===== src/rtl/rxslot_pkg.sv =====
package rxslot_pkg;
  localparam int SLOTS     = 3;
  localparam int MAX_BYTES = 16;
  localparam int BYTE_W    = 8;
  localparam int LEN_W     = $clog2(MAX_BYTES + 1);
  localparam int IDX_W     = $clog2(MAX_BYTES);
  localparam int RANK_W    = $clog2(SLOTS + 1);
  localparam int SLOT_W    = $clog2(SLOTS + 1);
  localparam int CTRL_W    = SLOTS + 1;

  typedef struct packed {
    logic              stageClr;
    logic              storeEn;
    logic [SLOT_W-1:0] storeSlot;
  } dpCmd_t;
endpackage


===== src/rtl/rxslot_datapath.sv =====
module rxslot_datapath
  import rxslot_pkg::*;
(
  input  logic                     clk,
  input  logic                     rstN,
  input  logic                     rxByteValid,
  input  logic [BYTE_W-1:0]        rxByte,
  input  dpCmd_t                   cmd,
  output logic                     stageEmpty,
  input  logic [SLOT_W-1:0]        rdSlot,
  input  logic [IDX_W-1:0]         rdIdx,
  output logic [BYTE_W-1:0]        rdData,
  output logic [SLOTS*LEN_W-1:0]   slotLen
);
  logic [BYTE_W-1:0] stage [MAX_BYTES];
  logic [LEN_W-1:0]  stageCnt;
  logic [BYTE_W-1:0] store [SLOTS][MAX_BYTES];
  logic [LEN_W-1:0]  lenQ  [SLOTS];
  logic              stageRoom;

  assign stageRoom  = stageCnt < LEN_W'(MAX_BYTES);
  assign stageEmpty = (stageCnt == '0);

  always_ff @(posedge clk or negedge rstN) begin
    if (!rstN) stageCnt <= '0;
    else if (cmd.stageClr) stageCnt <= '0;
    else if (rxByteValid && stageRoom) stageCnt <= stageCnt + LEN_W'(1);
  end

  always_ff @(posedge clk) begin
    if (!cmd.stageClr && rxByteValid && stageRoom)
      stage[stageCnt[IDX_W-1:0]] <= rxByte;
  end

  for (genvar s = 0; s < SLOTS; s++) begin : g_slot
    logic hit;
    assign hit = cmd.storeEn && (cmd.storeSlot == SLOT_W'(s));
    always_ff @(posedge clk) begin
      if (hit) store[s] <= stage;
    end
    always_ff @(posedge clk or negedge rstN) begin
      if (!rstN) lenQ[s] <= '0;
      else if (hit) lenQ[s] <= stageCnt;
    end
    assign slotLen[s*LEN_W +: LEN_W] = lenQ[s];
  end

  always_comb begin
    rdData = '0;
    for (int s = 0; s < SLOTS; s++)
      if (rdSlot == SLOT_W'(s)) rdData = store[s][rdIdx];
  end


  stage_cap_chk: assert property (@(posedge clk) disable iff (!rstN)
    stageCnt <= LEN_W'(MAX_BYTES));

  no_empty_store_chk: assert property (@(posedge clk) disable iff (!rstN)
    cmd.storeEn |-> !stageEmpty);
endmodule


===== src/rtl/rxslot_ctrl.sv =====
module rxslot_ctrl
  import rxslot_pkg::*;
(
  input  logic                     clk,
  input  logic                     rstN,
  input  logic                     rxFrameDone,
  input  logic                     rxAddrHit,
  input  logic                     stageEmpty,
  input  logic                     ctrlWrEn,
  input  logic [CTRL_W-1:0]        ctrlWrData,
  output dpCmd_t                   cmd,
  output logic [CTRL_W-1:0]        ctrlValue,
  output logic [SLOTS*RANK_W-1:0]  orderStatus,
  output logic [SLOTS-1:0]         readyIrq,
  output logic                     overflow
);
  localparam int MODE_BIT = SLOTS;

  logic [CTRL_W-1:0] ctrlQ;
  logic [SLOTS-1:0]  valid, freeNow, surv;
  logic [RANK_W-1:0] rank     [SLOTS];
  logic [RANK_W-1:0] survRank [SLOTS];
  logic [RANK_W-1:0] survCnt;
  logic [SLOT_W-1:0] target;
  logic              hasRoom, accept, multi;

  assign multi = ctrlQ[MODE_BIT];

  always_comb begin
    for (int i = 0; i < SLOTS; i++) begin
      freeNow[i] = ctrlWrEn && ctrlQ[i] && !ctrlWrData[i];
      surv[i]    = valid[i] && !freeNow[i];
    end
    survCnt = RANK_W'($countones(surv));
    for (int i = 0; i < SLOTS; i++) begin
      survRank[i] = '0;
      if (surv[i])
        for (int j = 0; j < SLOTS; j++)
          if (surv[j] && rank[j] <= rank[i]) survRank[i] = survRank[i] + RANK_W'(1);
    end
    hasRoom = 1'b0;
    target  = '0;
    for (int i = 0; i < SLOTS; i++)
      if (!hasRoom && !surv[i] && (multi || i == 0)) begin
        hasRoom = 1'b1;
        target  = SLOT_W'(i);
      end
  end

  assign accept        = rxFrameDone && rxAddrHit && !stageEmpty;
  assign cmd.stageClr  = rxFrameDone;
  assign cmd.storeEn   = accept && hasRoom;
  assign cmd.storeSlot = target;

  always_ff @(posedge clk or negedge rstN) begin
    if (!rstN) begin
      ctrlQ    <= '0;
      valid    <= '0;
      overflow <= 1'b0;
      for (int i = 0; i < SLOTS; i++) rank[i] <= '0;
    end else begin
      if (ctrlWrEn) ctrlQ <= ctrlWrData;
      for (int i = 0; i < SLOTS; i++) begin
        if (cmd.storeEn && target == SLOT_W'(i)) begin
          valid[i] <= 1'b1;
          rank[i]  <= survCnt + RANK_W'(1);
        end else begin
          valid[i] <= surv[i];
          rank[i]  <= survRank[i];
        end
      end
      if (accept && !hasRoom) overflow <= 1'b1;
      else if (ctrlWrEn)      overflow <= 1'b0;
    end
  end

  always_comb begin
    for (int i = 0; i < SLOTS; i++)
      orderStatus[i*RANK_W +: RANK_W] = multi ? rank[i] : '0;
    if (!multi) orderStatus[RANK_W-1:0] = valid[0] ? RANK_W'(1) : '0;
  end

  assign readyIrq  = valid;
  assign ctrlValue = ctrlQ;

  for (genvar i = 0; i < SLOTS; i++) begin : g_chk

    rank_range_chk: assert property (@(posedge clk) disable iff (!rstN)
      valid[i] |-> (rank[i] != '0) && (rank[i] <= RANK_W'($countones(valid))));

    rank_empty_chk: assert property (@(posedge clk) disable iff (!rstN)
      !valid[i] |-> rank[i] == '0);

    release_cause_chk: assert property (@(posedge clk) disable iff (!rstN)
      $fell(valid[i]) |-> $past(ctrlWrEn) && $past(ctrlQ[i]) && !$past(ctrlWrData[i]));

    newest_rank_chk: assert property (@(posedge clk) disable iff (!rstN)
      $rose(valid[i]) |-> rank[i] == RANK_W'($countones(valid)));
    for (genvar j = i + 1; j < SLOTS; j++) begin : g_pair

      rank_unique_chk: assert property (@(posedge clk) disable iff (!rstN)
        (valid[i] && valid[j]) |-> rank[i] != rank[j]);
    end
    if (i > 0) begin : g_legacy

      legacy_slot_chk: assert property (@(posedge clk) disable iff (!rstN)
        $rose(valid[i]) |-> $past(ctrlQ[MODE_BIT]));
    end
  end

  overflow_cause_chk: assert property (@(posedge clk) disable iff (!rstN)
    $rose(overflow) |-> $past(rxFrameDone && rxAddrHit));
endmodule


===== src/rtl/rxslot_mgr.sv =====
module rxslot_mgr
  import rxslot_pkg::*;
(
  input  logic                     clk,
  input  logic                     rstN,
  input  logic                     rxByteValid,
  input  logic [BYTE_W-1:0]        rxByte,
  input  logic                     rxFrameDone,
  input  logic                     rxAddrHit,
  input  logic                     ctrlWrEn,
  input  logic [CTRL_W-1:0]        ctrlWrData,
  output logic [CTRL_W-1:0]        ctrlValue,
  input  logic [SLOT_W-1:0]        rdSlot,
  input  logic [IDX_W-1:0]         rdIdx,
  output logic [BYTE_W-1:0]        rdData,
  output logic [SLOTS*LEN_W-1:0]   slotLen,
  output logic [SLOTS*RANK_W-1:0]  orderStatus,
  output logic [SLOTS-1:0]         readyIrq,
  output logic                     overflow
);
  dpCmd_t cmd;
  logic   stageEmpty;

  rxslot_ctrl u_ctrl (
    .clk(clk), .rstN(rstN), .rxFrameDone(rxFrameDone), .rxAddrHit(rxAddrHit),
    .stageEmpty(stageEmpty), .ctrlWrEn(ctrlWrEn), .ctrlWrData(ctrlWrData),
    .cmd(cmd), .ctrlValue(ctrlValue), .orderStatus(orderStatus),
    .readyIrq(readyIrq), .overflow(overflow)
  );

  rxslot_datapath u_dp (
    .clk(clk), .rstN(rstN), .rxByteValid(rxByteValid), .rxByte(rxByte),
    .cmd(cmd), .stageEmpty(stageEmpty), .rdSlot(rdSlot), .rdIdx(rdIdx),
    .rdData(rdData), .slotLen(slotLen)
  );
endmodule


===== config.mk =====
export PLATFORM = sky130hd
export DESIGN_NAME = rxslot_mgr
export DESIGN_NICKNAME = d
export VERILOG_FILES = /design/src/rtl/rxslot_pkg.sv /design/src/rtl/rxslot_datapath.sv /design/src/rtl/rxslot_ctrl.sv /design/src/rtl/rxslot_mgr.sv
export SDC_FILE = /design/constraint.sdc
export NUM_CORES = 1
export LEC_CHECK = 0
export ABC_CLOCK_PERIOD_IN_PS = 11400
export BUFFER_PORTS_ARGS = -buffer_cell sky130_fd_sc_hd__buf_4
export CORE_MARGIN = 10
export CORE_UTILIZATION = 60
export DETAILED_ROUTE_END_ITERATION = 12
export HOLD_SLACK_MARGIN = 0.1
export PLACE_DENSITY = 0.76
export SETUP_SLACK_MARGIN = 0.5
export SLEW_MARGIN = 40
export SYNTH_ARGS = -nofsm -noshare
export SYNTH_HDL_FRONTEND = slang
export SYNTH_SLANG_ARGS = --single-unit

===== constraint.sdc =====
create_clock -name clk -period 11.4 [get_ports clk]
set_input_delay 1.71 -clock clk [delete_from_list [all_inputs] [get_ports clk]]
set_output_delay 1.71 -clock clk [all_outputs]
set_load 0.02 [all_outputs]

* Yosys cells after proc, flatten, opt, wreduce, memory -nomap -nowiden *
Memory sizes are Yosys's and may differ from the RTL's.
Index checks and enable logic that the tools add are counted.
W data, S select, Z words.

word-level totals
  input port bits = 24
  word-level logic and storage cells = 172
  register bits = 162
  memories = 1
  bits in writable memories = 384

memory list
  memory      words  bits a word  read ports  clocked after Yosys merged registers in  write ports  RTL line               source
  u_dp.store  3      128          3           0                                        1            rxslot_datapath.sv:17  logic [BYTE_W-1:0] store [SLOTS][MAX_BYTES];

operators by class
  reduce and logical (&&, ||, !) cells = 52
  multiplexer cells = 64
  bitwise gates (word level) = 2
  $lt $le $gt $ge = 13
  add/sub/neg operators = 10
  equality and inequality tests = 4

operators with widths
  operator               number
  $mux W128              2
  $reduce_or A128 Y1     2
  $bwmux W128            1
  $bmux W8 S4            3
  $mux W8                10
  $mux W2                24
  $logic_and A1 B1 Y1    33
  $demux W8 S4           1
  $mux W1                21
  $le A2 B2 Y1           9
  $add A2 B1 Y2 const B  7
  $logic_not A1 Y1       12
  $ge A5 B5 Y1 const B   2
  $mux W5                2
  $not A4 Y5             2
  $add A5 B1 Y5 const B  1
  $logic_not A5 Y1       1
  $lt A5 B1 Y1 const B   1
  $lt A5 B5 Y1 const B   1
  $eq A2 B1 Y1 const B   2
  $eq A2 B2 Y1 const B   2
  $logic_not A2 Y1       2
  $reduce_bool A2 Y1     2
  $add A1 B1 Y2          1
  $add A2 B1 Y2          1

* Logic depth before layout (Yosys ltp) *
  depth after elaboration = 19
  mapped depth = 10
  mapped depth without buffers = 10

* Cells and area by module *
A second synthesis with hierarchy kept.

unflattened totals
  cells, all modules = 978
  area, all modules = 20,524.7 µm²

modules (own cells, without submodules)
  module           area an instance (µm²)  cells each  instances
  rxslot_datapath  19,479.9                869         1
  rxslot_ctrl      1,044.8                 109         1

* Least setup slack after synthesis *
Ideal clock, no wire load.

  path kind = input to register
  from = input ctrlWrEn
  to = register u_dp.lenQ (netlist bit u_dp.slotLen[0])
  stages = 6
  required time = 11.316 ns
  arrival = 6.677 ns
  setup slack = 4.639 ns
  cells stage by stage = buf_4 > nand2_1 > o21ai_1 > and2_1 > clkbuf_1 > mux2_2

on the way
  longest elaborated chain between the ends = 14
  elaborated cells between the ends (all ways) = 27
  those cells by class = 5 x mux; 22 x reduce/logical

ends and longest elaborated chain
  item                                                     RTL line                                  source
  start: declaration                                       rxslot_mgr.sv:10                          input logic ctrlWrEn,
  $logic_and A1 B1 Y1 (2 in a row)                         rxslot_ctrl.sv:31                         freeNow[i] = ctrlWrEn && ctrlQ[i] && !ctrlWrData[i];
  $logic_not A1 Y1                                         rxslot_ctrl.sv:32                         surv[i] = valid[i] && !freeNow[i];
  $logic_and A1 B1 Y1                                      rxslot_ctrl.sv:32
  $logic_not A1 Y1                                         rxslot_ctrl.sv:44                         if (!hasRoom && !surv[i] && (multi || i == 0)) begin
  $logic_and A1 B1 Y1 (2 in a row)                         rxslot_ctrl.sv:44
  $mux W1                                                  rxslot_ctrl.sv:44
  $logic_not A1 Y1                                         rxslot_ctrl.sv:44
  $logic_and A1 B1 Y1 (2 in a row)                         rxslot_ctrl.sv:44
  $mux W2 or $mux W1 (tied branches)                       rxslot_ctrl.sv:44
  $logic_not A2 Y1 or $logic_and A1 B1 Y1 (tied branches)  rxslot_datapath.sv:37, rxslot_ctrl.sv:52
  $logic_and A1 B1 Y1 (*)                                  rxslot_datapath.sv:37                     assign hit = cmd.storeEn && (cmd.storeSlot == SLOT_W'(s));
  via u_dp.g_slot[0].hit                                   rxslot_datapath.sv:36                     logic hit;
  end signal: indexed assignment                           rxslot_datapath.sv:43                     else if (hit) lenQ[s] <= stageCnt;
  end: declaration                                         rxslot_datapath.sv:18                     logic [LEN_W-1:0] lenQ [SLOTS];

Mark *: on every way through the listed nets, which the timed path passes. The rest lies on a longest branch.
A chain may end at the register's enable or synchronous reset.

* Worst setup path in the final report *
  from = input rdIdx[0]
  to = output rdData[5]

on the way
  longest elaborated chain between the ends = 7
  elaborated cells between the ends (all ways) = 13
  those cells by class = 12 x mux; 1 x bitwise

ends and longest elaborated chain
  item                                        RTL line               source
  start: declaration                          rxslot_mgr.sv:14       input logic [IDX_W-1:0] rdIdx,
  $not A4 Y5 (implied by the code) (*)        rxslot_datapath.sv:51  if (rdSlot == SLOT_W'(s)) rdData = store[s][rdIdx];
  $bmux W8 S4                                 rxslot_datapath.sv:51
  $mux W8 (implied by the code) (2 in a row)  rxslot_datapath.sv:51
  $mux W8 (2 in a row)                        rxslot_datapath.sv:51
  $mux W8 (*)                                 rxslot_datapath.sv:51
  end: declaration                            rxslot_mgr.sv:15       output logic [BYTE_W-1:0] rdData,

Every way passes the cells marked *; elsewhere a longest branch is shown, timed or not. The select of a mux whose other input is x is not followed.

==> flow_summary.toml <==
[status]
status = "complete, no violations"

[route]
routedWlPerCell_um = 27.85
ant_nets = 0
drc = 0
drt_iter0_markers = 984
vias = 9676
first_pass_iters = 5
routed_via_density = 6.275
drt_wl_total_um = 42950

[synthesis]
ys.flop_type = "edfxtp_1"
synth_top_family_by_area = "multiplexers"
netlist_area_mm2 = 0.02051
synth-edff-count = 512
synthCells = 957
synth_largest_area_cell = "edfxtp_1"
ys_warn_count = 0
synth-simple-area-share_pct = 2.495
synthAdderAreaFrac_pct = 1.098
synth_top_area_share_pct = 74.96
synth_area_leaders = "edfxtp_1 75%, mux4_2 10%, dfrtp_1 4.1%"
synthArstFlopShare_pct = 6.227
ys_ff_latch = 546
synthMuxAreaShare_pct = 12.62
synth_xor_area_share_pct = 0.2562
synth_cell_types = 42
syn_nets = 999
synth-compound-area-share_pct = 2.843
yosysSeqAreaShare_pct = 79.11
avgSynthCellArea_um2 = 21.43

[place]
numPortBuffers = 60
dp_worst_setup_slack_ns = 5.146
hpwl_um = 24750
routabilityCongestion = 0.7865

[finish]
drive_above_1_share_pct = 25.96
antenna-diode-count = 0
area_growth_pct = 13.38
final_cell_mix = "512 x edfxtp_1, 94 x mux4_2, 69 x buf_4"
final_nets = 1094
layout_commonest_cell = "edfxtp_1"

[die]
start_util_pct = 61.01
die_area_mm2 = 0.04198
placementRows = 67
ios = 61
die_x_um = 204.9
die_y_um = 204.9
core_mm2 = 0.03362

[cts]
cts.clk_slew.worst_paths_ns = 0.06
h-tree-depth = 2
cts_hold_buf = 0
clk_latency_ns = 0.56
cts_buffers = 53
cts_sinks = 546
tritoncts = "done"
root_buffer = "clkbuf_16"
post-cts-setup-buffers = 0
cts_resized = 0
clk_path_buf_depth = 3

[power_and_ir_drop]
leakagePower_nw = 7.722
pwr-share-seq_pct = 53.9
pwr-share-comb_pct = 5.9
p_sw_share_pct = 20.84
power.density_mw_per_mm2 = 178.3
p_switching_mw = 0.8641
power.internal_mw = 3.282
peakVddDrop_v = 0.0001307
pwr-share-clk_pct = 40.2

[timing]
fmax_ghz = 0.1620
finalSetupTns_ns = 0
worst_slew_pin_slew_ns = 0.8532
rsz0062_at_grt = "no"
relSlewSlack_pct = 43.00
setup_ws_ns = 5.228
finalMaxSlewViolations = 0
setup_viol = 0
hold_viol = 0
skew_ns = 0.01616
period_needed_ns = 6.172
finalCritPeriodShare_pct = 54.14

[global_routing]
grt_max_degree = 80
grt_overflow = 0
antenna_found_initial = 0
first_global_vias = 10080
track_usage_pct = 20.77
grt_first_pass_wirelength_um = 64380

[hold_path]
hp-class = "flop to flop"

[setup_path]
cp.arrival_ns = 4.46
worstSetupStartpointType = "primary input"
worstPathRequired_ns = 9.69
setup.worst_path.end_class = "output port"
r2r_setup_slack_ns = 7.65
critPathMaxFanout = 50
setup.worst_path.class = "primary input to output port"

[run]
maxCapViolCount = 0
[routing by layer]
layer	track usage [%]	part of all wire, %	wire length (um)
met5	0	0	0
met4	6.826	2.7	1147
met3	4.502	8.2	3502
met2	33.78	50	21650
met1	27.73	39	16650
[final timing paths]
path,start,cells past startpoint,endpoint
worst max-delay path,rdIdx[0],8,rdData[5]
worst min-delay path,u_dp.stage[45],0,u_dp.store[0][173]
worst max register to register,u_dp.stageCnt[2],6,u_dp.store[0][370]
worst min register to register,u_dp.stage[45],0,u_dp.store[0][173]
max in group asynchronous,rstN,1,u_ctrl.rank[5]
min in group asynchronous,rstN,1,u_dp.slotLen[13]
[logic make-up (layout without fill, tap and decap cells)]
family / after synthesis / in the layout
flops: 546 / 546
xor+xnor: 6 / 6
fa+ha+maj: 18 / 18
simple gates: 107 / 107
mux: 129 / 129
compound gates: 88 / 88
buf+inv: 63 / 200
[worst max-delay path, stage by stage]
cell and delay [ns]:
buf_6 0.50, buf_6 0.62, mux4_2 0.59, and2_1 0.17, a211oi_1 0.20, a21oi_1 0.09, a221o_1 0.37, buf_4 0.18
[area by class of cell]
| type | count | area (um2) |
|---|---|---|
| clock buffers | 65 | 1371 |
| fillers | 2027 | 10360 |
| inverters | 23 | 91.34 |
| repair buffers | 80 | 663.1 |
| clock inverters | 32 | 286.5 |
| flip-flops and latches | 546 | 16230 |
| multi-input cells | 348 | 4056 |
| well taps | 448 | 560.5 |
[stage by stage]
step                utilization (%)  total power [mW]  hold WS [ns]  std cells  instance area [um2]
floorplan                         -             2.434        0.4401        957                20510
detailed placement            64.19             2.518        0.4570       1444                21580
global route                  69.18             4.274        0.4854       1542                23250
global placement              63.83             2.508        0.4463       1438                21460
finish                        69.18             4.147        0.4725       1542                23250
CTS                           69.12             4.167        0.4715       1541                23230
[synthesized netlist by cell type, types with 5 or more instances]
library cell,number
edfxtp_1,512
and2_1,8
mux4_2,94
nor3_1,5
buf_2,11
nor2b_1,10
inv_1,23
nand2b_1,9
a22oi_1,18
dfrtp_1,34
xor2_1,5
a21oi_1,19
nand3_1,8
o22ai_1,7
ha_1,18
buf_4,5
mux2_2,19
clkbuf_1,17
o21ai_0,12
o21a_1,9
buf_6,5
mux4_1,6
nor2_1,27
o21ai_1,6
mux2i_1,10
nand2_1,31
a22o_1,8
[power groups by stage]
stage / sequential, mW / combinational [mW] / clock (mW)
after floorplan: 2.28 / 0.153 / 0
after global placement: 2.27 / 0.234 / 0
after detailed placement: 2.27 / 0.243 / 0
after CTS: 2.23 / 0.246 / 1.69
after global routing: 2.24 / 0.267 / 1.77
final: 2.23 / 0.244 / 1.67
[flip-flops by register name, summed over array words and instances, names as in the netlist]
name and flops:
u_dp.store 384, u_ctrl.readyIrq 3, u_ctrl.overflow 1, u_dp.stageCnt 5, u_ctrl.ctrlValue 4, u_dp.slotLen 15
u_ctrl.rank 6, u_dp.stage 128
Note: power is estimated with default switching activity, not from simulation.
